`src/rtl/tlb_pkg.sv`:
```
package tlb_pkg;
  // Strobes sent from the control to the entry datapath each cycle.
  typedef struct packed {
    logic fillWe;    // load the slot named by fillSlot
    logic touchWe;   // mark the slot named by touchSlot as referenced
    logic setDirty;  // together with touchWe: also mark it modified
  } tlbStrobe_t;
endpackage

```
`src/rtl/tlb_datapath.sv`:
```
module tlb_datapath
  import tlb_pkg::*;
#(
  parameter int NUM_ENTRIES = 16,
  parameter int VPN_W       = 20,
  parameter int PPN_W       = 20,
  parameter int OFF_W       = 12,
  parameter int IDX_W       = $clog2(NUM_ENTRIES)
) (
  input  logic                   clk,
  input  logic                   rstN,
  input  tlbStrobe_t             strobe,
  input  logic [IDX_W-1:0]       fillSlot,
  input  logic [IDX_W-1:0]       touchSlot,
  input  logic [VPN_W-1:0]       fillVpn,
  input  logic [PPN_W-1:0]       fillPpn,
  input  logic                   fillValid,
  input  logic                   fillWritable,
  input  logic [VPN_W-1:0]       lookupVpn,
  input  logic [OFF_W-1:0]       lookupOffset,
  input  logic [IDX_W-1:0]       probeIdx,
  output logic                   anyHit,
  output logic [IDX_W-1:0]       hitSlot,
  output logic                   hitWritable,
  output logic [PPN_W+OFF_W-1:0] physAddr,
  output logic                   probeValid,
  output logic                   probeDirty,
  output logic                   probeRef
);
  logic [NUM_ENTRIES-1:0] entValid, entWr, entDirty, entRef;
  logic [VPN_W-1:0]       entTag [NUM_ENTRIES];
  logic [PPN_W-1:0]       entPpn [NUM_ENTRIES];
  logic [NUM_ENTRIES-1:0] matchVec;

  // One comparator per slot, all in parallel.
  for (genvar i = 0; i < NUM_ENTRIES; i++) begin : g_cmp
    assign matchVec[i] = entValid[i] && (entTag[i] == lookupVpn);
  end

  // Lowest-numbered match wins: scan downwards so the last hit written is the smallest.
  always_comb begin
    hitSlot = '0;
    for (int i = NUM_ENTRIES - 1; i >= 0; i--) begin
      if (matchVec[i]) hitSlot = IDX_W'(i);
    end
  end

  assign anyHit      = |matchVec;
  assign hitWritable = entWr[hitSlot];
  assign physAddr    = anyHit ? {entPpn[hitSlot], lookupOffset} : '0;

  always_ff @(posedge clk or negedge rstN) begin
    if (!rstN) begin
      entValid <= '0;
      entWr    <= '0;
      entDirty <= '0;
      entRef   <= '0;
      for (int i = 0; i < NUM_ENTRIES; i++) begin
        entTag[i] <= '0;
        entPpn[i] <= '0;
      end
    end else begin
      for (int i = 0; i < NUM_ENTRIES; i++) begin
        if (strobe.fillWe && fillSlot == IDX_W'(i)) begin
          entValid[i] <= fillValid;
          entWr[i]    <= fillWritable;
          entTag[i]   <= fillVpn;
          entPpn[i]   <= fillPpn;
          entDirty[i] <= 1'b0;
          entRef[i]   <= 1'b0;
        end else if (strobe.touchWe && touchSlot == IDX_W'(i)) begin
          entRef[i] <= 1'b1;
          if (strobe.setDirty) entDirty[i] <= 1'b1;
        end
      end
    end
  end

  assign probeValid = entValid[probeIdx];
  assign probeDirty = entDirty[probeIdx];
  assign probeRef   = entRef[probeIdx];
endmodule

```
`src/rtl/tlb_control.sv`:
```
module tlb_control
  import tlb_pkg::*;
#(
  parameter int NUM_ENTRIES = 16,
  parameter int WIRED       = 2,
  parameter int IDX_W       = $clog2(NUM_ENTRIES)
) (
  input  logic             clk,
  input  logic             rstN,
  input  logic             lookupValid,
  input  logic             lookupWrite,
  input  logic             anyHit,
  input  logic [IDX_W-1:0] hitSlot,
  input  logic             hitWritable,
  input  logic             fillEn,
  input  logic             fillUseRandom,
  input  logic [IDX_W-1:0] fillIndex,
  output tlbStrobe_t       strobe,
  output logic [IDX_W-1:0] fillSlot,
  output logic [IDX_W-1:0] touchSlot,
  output logic [IDX_W-1:0] randomIdx,
  output logic             hitFlag,
  output logic             missFault,
  output logic             protFault
);
  localparam logic [IDX_W-1:0] RAND_TOP = IDX_W'(NUM_ENTRIES - 1);
  localparam logic [IDX_W-1:0] RAND_LOW = IDX_W'(WIRED);

  logic denied, granted;

  assign denied  = lookupValid && anyHit && lookupWrite && !hitWritable;
  assign granted = lookupValid && anyHit && !denied;

  always_comb begin
    strobe.fillWe   = fillEn;
    strobe.touchWe  = granted;
    strobe.setDirty = lookupWrite;
  end

  assign fillSlot  = fillUseRandom ? randomIdx : fillIndex;
  assign touchSlot = hitSlot;

  always_ff @(posedge clk or negedge rstN) begin
    if (!rstN) begin
      randomIdx <= RAND_TOP;
      hitFlag   <= 1'b0;
      missFault <= 1'b0;
      protFault <= 1'b0;
    end else begin
      randomIdx <= (randomIdx == RAND_LOW) ? RAND_TOP : randomIdx - 1'b1;
      hitFlag   <= granted;
      missFault <= lookupValid && !anyHit;
      protFault <= denied;
    end
  end
endmodule

```
`src/rtl/tlb_xlate.sv`:
```
module tlb_xlate
  import tlb_pkg::*;
#(
  parameter int NUM_ENTRIES = 16,
  parameter int WIRED       = 2,
  parameter int VA_W        = 32,
  parameter int OFF_W       = 12
) (
  input  logic                           clk,
  input  logic                           rstN,
  input  logic                           lookupValid,
  input  logic                           lookupWrite,
  input  logic [VA_W-1:0]                lookupVaddr,
  output logic [VA_W-1:0]                physAddr,
  output logic                           hitFlag,
  output logic                           missFault,
  output logic                           protFault,
  input  logic                           fillEn,
  input  logic                           fillUseRandom,
  input  logic [$clog2(NUM_ENTRIES)-1:0] fillIndex,
  input  logic [VA_W-OFF_W-1:0]          fillVpn,
  input  logic [VA_W-OFF_W-1:0]          fillPpn,
  input  logic                           fillValid,
  input  logic                           fillWritable,
  output logic [$clog2(NUM_ENTRIES)-1:0] randomIdx,
  input  logic [$clog2(NUM_ENTRIES)-1:0] probeIdx,
  output logic                           probeValid,
  output logic                           probeDirty,
  output logic                           probeRef
);
  localparam int VPN_W = VA_W - OFF_W;
  localparam int IDX_W = $clog2(NUM_ENTRIES);

  tlbStrobe_t       strobe;
  logic [IDX_W-1:0] fillSlot, touchSlot, hitSlot;
  logic             anyHit, hitWritable;

  tlb_control #(.NUM_ENTRIES(NUM_ENTRIES), .WIRED(WIRED), .IDX_W(IDX_W)) u_ctrl (
    .clk(clk), .rstN(rstN),
    .lookupValid(lookupValid), .lookupWrite(lookupWrite),
    .anyHit(anyHit), .hitSlot(hitSlot), .hitWritable(hitWritable),
    .fillEn(fillEn), .fillUseRandom(fillUseRandom), .fillIndex(fillIndex),
    .strobe(strobe), .fillSlot(fillSlot), .touchSlot(touchSlot),
    .randomIdx(randomIdx), .hitFlag(hitFlag), .missFault(missFault), .protFault(protFault)
  );

  tlb_datapath #(.NUM_ENTRIES(NUM_ENTRIES), .VPN_W(VPN_W), .PPN_W(VPN_W),
                 .OFF_W(OFF_W), .IDX_W(IDX_W)) u_dp (
    .clk(clk), .rstN(rstN), .strobe(strobe),
    .fillSlot(fillSlot), .touchSlot(touchSlot),
    .fillVpn(fillVpn), .fillPpn(fillPpn), .fillValid(fillValid), .fillWritable(fillWritable),
    .lookupVpn(lookupVaddr[VA_W-1:OFF_W]), .lookupOffset(lookupVaddr[OFF_W-1:0]),
    .probeIdx(probeIdx),
    .anyHit(anyHit), .hitSlot(hitSlot), .hitWritable(hitWritable), .physAddr(physAddr),
    .probeValid(probeValid), .probeDirty(probeDirty), .probeRef(probeRef)
  );
endmodule

```
`config.mk`:
```
export PLATFORM = sky130hd
export DESIGN_NAME = tlb_xlate
export DESIGN_NICKNAME = d
export VERILOG_FILES = /design/src/rtl/tlb_pkg.sv /design/src/rtl/tlb_datapath.sv /design/src/rtl/tlb_control.sv /design/src/rtl/tlb_xlate.sv
export SDC_FILE = /design/constraint.sdc
export NUM_CORES = 2
export LEC_CHECK = 0
export ABC_AREA = 1
export BUFFER_PORTS_ARGS = -buffer_cell sky130_fd_sc_hd__buf_2
export CORE_ASPECT_RATIO = 1.1
export CORE_UTILIZATION = 50
export CTS_BUF_LIST = sky130_fd_sc_hd__clkbuf_8
export DETAILED_ROUTE_END_ITERATION = 12
export PLACE_DENSITY = 0.69
export SETUP_SLACK_MARGIN = 0.5
export SLEW_MARGIN = 20
export SYNTH_ARGS = -nofsm -noshare
export SYNTH_HDL_FRONTEND = slang
export SYNTH_HIERARCHICAL = 1
export SYNTH_SLANG_ARGS = --single-unit
```
`constraint.sdc`:
```
create_clock -name clk -period 7.68 [get_ports clk]
set_clock_uncertainty 0.05 [all_clocks]
set_input_delay 0 -clock clk [delete_from_list [all_inputs] [get_ports clk]]
set_output_delay 0 -clock clk [all_outputs]
set_load 0.03 [all_outputs]
```
==> impl_metrics.env <==
export IMPL_crit_path_end_kind="output pin"
export IMPL_synth_edf_count=0
export IMPL_fmax_ghz=0.162
export IMPL_place_gp_congestion=0.982
export IMPL_via_count=31100
export IMPL_final_area_sq_um=38900
export IMPL_setup_violations=0
export IMPL_die_y_um=280
export IMPL_drv_cap=0
export IMPL_post_cts_resized=0
export IMPL_rsz0062_at_grt="no"
export IMPL_async_reset_ff_share_pct=100
export IMPL_instances_no_fill=5521
export IMPL_worst_path_largest_cell_delay_ps=750
export IMPL_hold_viol=0
export IMPL_dr_max_layer_used="met4"
export IMPL_worst_ep_arrival_time_ps=6130
export IMPL_firstDrtPassIters=6
export IMPL_vias_per_cell=5.63
export IMPL_critical_path_required_ps=7630
export IMPL_syn_inst=4469
export IMPL_io_pins=130
export IMPL_ir_drop_uv=194
export IMPL_drive_gt1_share_pct=8.89
export IMPL_dp_hpwl_mm=74.9
export IMPL_row_count=101
export IMPL_start_util_pct=50.7
export IMPL_nets=4588
export IMPL_regArea_sq_um=17800
export IMPL_fillerInstances=6520
export IMPL_netlist_top_cells_area="dfrtp_1 50%, nand2_1 15%, o21ai_0 11%"
export IMPL_timing_slew_headroom_pct=19.0
export IMPL_synth_top_area_cell="dfrtp_1"
export IMPL_numCtsBuffers=117
export IMPL_dp_cells=5243
export IMPL_timing_final_crit_share_pct=80.5
export IMPL_core_area_sq_um=69300
export IMPL_synth_seq_cells=711
export IMPL_cts_tree="yes"
export IMPL_synth_area_per_cell_sq_um=7.85
export IMPL_timing_critical_path_mode_cell="nand2_1"
export IMPL_wl_met2_mm=56.2
export IMPL_power_static_leakage_uw=0.0189
export IMPL_synth_most_common_cell="nand2_1"
export IMPL_placed_area_sq_um=35800
export IMPL_ant_nets=0
export IMPL_synth_ff_type="dfrtp_1"
export IMPL_synth_top_cell_area_share_pct=50.4
export IMPL_min_path_type="input port to register"
export IMPL_yosysWarnings=6
export IMPL_cp_start_kind="register"
export IMPL_grt_pass1_wl_mm=184
export IMPL_route_detailed_drc=0
export IMPL_clkSlewWorstSetupHoldPaths_ps=60
export IMPL_wl_per_cell_um=22.3
export IMPL_ys_seq_area_share_pct=50.7
export IMPL_tightest_slew_ps=1210
export IMPL_dieWidth_um=255
export IMPL_numClockSinks=711
export IMPL_synth_fp_nets=4559
export IMPL_numPortBuffers=129
export IMPL_yosys_top_cells_count="1377 x nand2_1, 759 x o21ai_0, 707 x dfrtp_1"
export IMPL_wl_met1_mm=48.0
export IMPL_slew_viol_final=0
export IMPL_worst_r2r_path_depth=26
export IMPL_slowest_stage="buf_4"
export IMPL_synth_cell_type_count=50
export IMPL_wl_met3_mm=10.2
export IMPL_multi_input_area_sq_um=14400
export IMPL_syn_area_sq_um=35100
export IMPL_pwr_density_cell_nw_per_um2=270
export IMPL_tns_ps=0
export IMPL_clockRootBuffer="clkbuf_8"
export IMPL_grt_max_degree=145
export IMPL_layout_min_cycle_time_ps=6180
export IMPL_first_iter_violations=3635
export IMPL_grt_antenna_before_repair=4
export IMPL_syn2layout_area_growth_pct=10.8
export IMPL_min_path_cells=4
export IMPL_clkLatencyLatePin_ps=730
export IMPL_grt_util_all_layers_pct=34.9
export IMPL_worstSetupPathType="register to output pin"
export IMPL_grt_pass1_vias=29500
export IMPL_worst_path_max_fanout=104
export IMPL_die_area_sq_um=71300
export IMPL_crit_chain="xor2_1 -> nor2_1 -> o2111ai_1 -> nor4_1 -> nand4_1 -> nand2_1 -> nand2_1 -> nand2_1 -> nand2_1 -> nand2_1 -> nand2_4 -> nand2_8 -> buf_4 -> o21ai_0 -> nand2_1 -> nand2_1 -> nor2_1 -> nor2_1 -> nor2_1 -> buf_2"
export IMPL_htreeDepth=3
export IMPL_reg2reg_setup_slack_ps=1930
export IMPL_clockBufferDepth=3
export IMPL_status="completed"
export IMPL_wl_mm=123
export IMPL_gr_total_overflow=0
-- path summary, 6_finish.rpt --
path / endpoint / startpoint
worst max-delay path: physAddr[27] / u_dp/entTag[180]
worst min-delay path: u_dp/entTag[261] / fillVpn[1]
worst max register to register: u_dp/entDirty[7] / u_dp/entTag[168]
worst min register to register: u_ctrl/randomIdx[0] / u_ctrl/randomIdx[0]
max in group asynchronous: u_dp/entTag[62] / rstN
min in group asynchronous: u_ctrl/randomIdx[0] / rstN
-- registers in the layout, summed over array words and instances (netlist names) --
name              flops
u_dp/entValid        16
u_dp/entPpn         320
u_ctrl/hitFlag        1
u_dp/entDirty        16
u_ctrl/randomIdx      4
u_dp/entWr           16
u_dp/entTag         320
u_dp/entRef          16
u_ctrl/missFault      1
u_ctrl/protFault      1
-- kinds of logic after synthesis --
logic type | synth area share [%]
AND/OR/NAND/NOR | 22.6
multiplexers | 0.143
XOR/XNOR | 2.52
buffers and inverters | 8.69
flip-flops | 50.7
AO/OA/AOI/OAI | 15.2
adder cells (fa/ha/maj) | 0.0713
-- cells in the final DEF (no fill, tap or decap), types with 8 or more instances in the layout --
master         instances
nand3b_1              81
buf_2                128
nor4_1                25
nand2_1             1377
o22ai_1               60
nor2_1               246
o21ai_0              759
a22o_1                11
o21ai_1               34
or2_1                 21
a211oi_1              18
inv_1                386
xnor2_1               40
a21oi_1               88
o2111ai_1              8
nand4_1               17
clkbuf_8             155
buf_4                 35
dlygate4sd3_1         61
clkinv_2              18
dfrtp_1              707
xor2_1                61
nand3_1              138
nor2_4                10
inv_2                 28
a221oi_1               9
-- metrics by stage --
stage	worst slack [ps]	total power (uW)	hold slack (ps)	utilization (%)
after floorplan	4680	6350	-346	-
after global placement	2170	7010	26.4	51.7
after detailed placement	2160	7070	28.9	51.7
after CTS	1620	10500	3.53	56.1
after global routing	1360	11000	61.8	56.1
final	1500	10500	53.1	56.1
-- routing by layer --
| metal | GRT usage, % | vias to the layer above |
|---|---|---|
| li1 | - | 14400 |
| met1 | 44.5 | 14700 |
| met2 | 55.2 | 1580 |
| met3 | 5.64 | 410 |
| met4 | 22.2 | 0 |
| met5 | 0 | - |
-- report_power, final --
part,leakage [uW],internal (uW),switching (uW)
Combinational,0.00877,751,1260
Clock,0.00138,1820,1560
Sequential,0.00878,4580,499
Total,0.0189,7160,3320
-- critical path: cells and delay by family (launching register included) --
family	cells	cell delay [ps]
xor+xnor	1	210
buf+inv	2	1040
flops	1	390
simple gates	15	3210
compound gates	2	380
-- layout make-up --
cell class | instances | area share, %
Tap cell | 927 | 2.98
Multi-Input combinational cell | 3048 | 36.9
Sequential cell | 711 | 45.8
Timing Repair Buffer | 233 | 4.34
Clock inverter | 55 | 0.692
Clock buffer | 155 | 5.49
Inverter | 387 | 3.75
Antenna cell | 5 | 0.0322
-- timing repair --
item	CTS	global route
hold endpoints to repair	892	0
hold buffers	62	0
endpoints found under the setup margin	0	0
buffers inserted	0	0
Power figures use the tool's default switching activity.
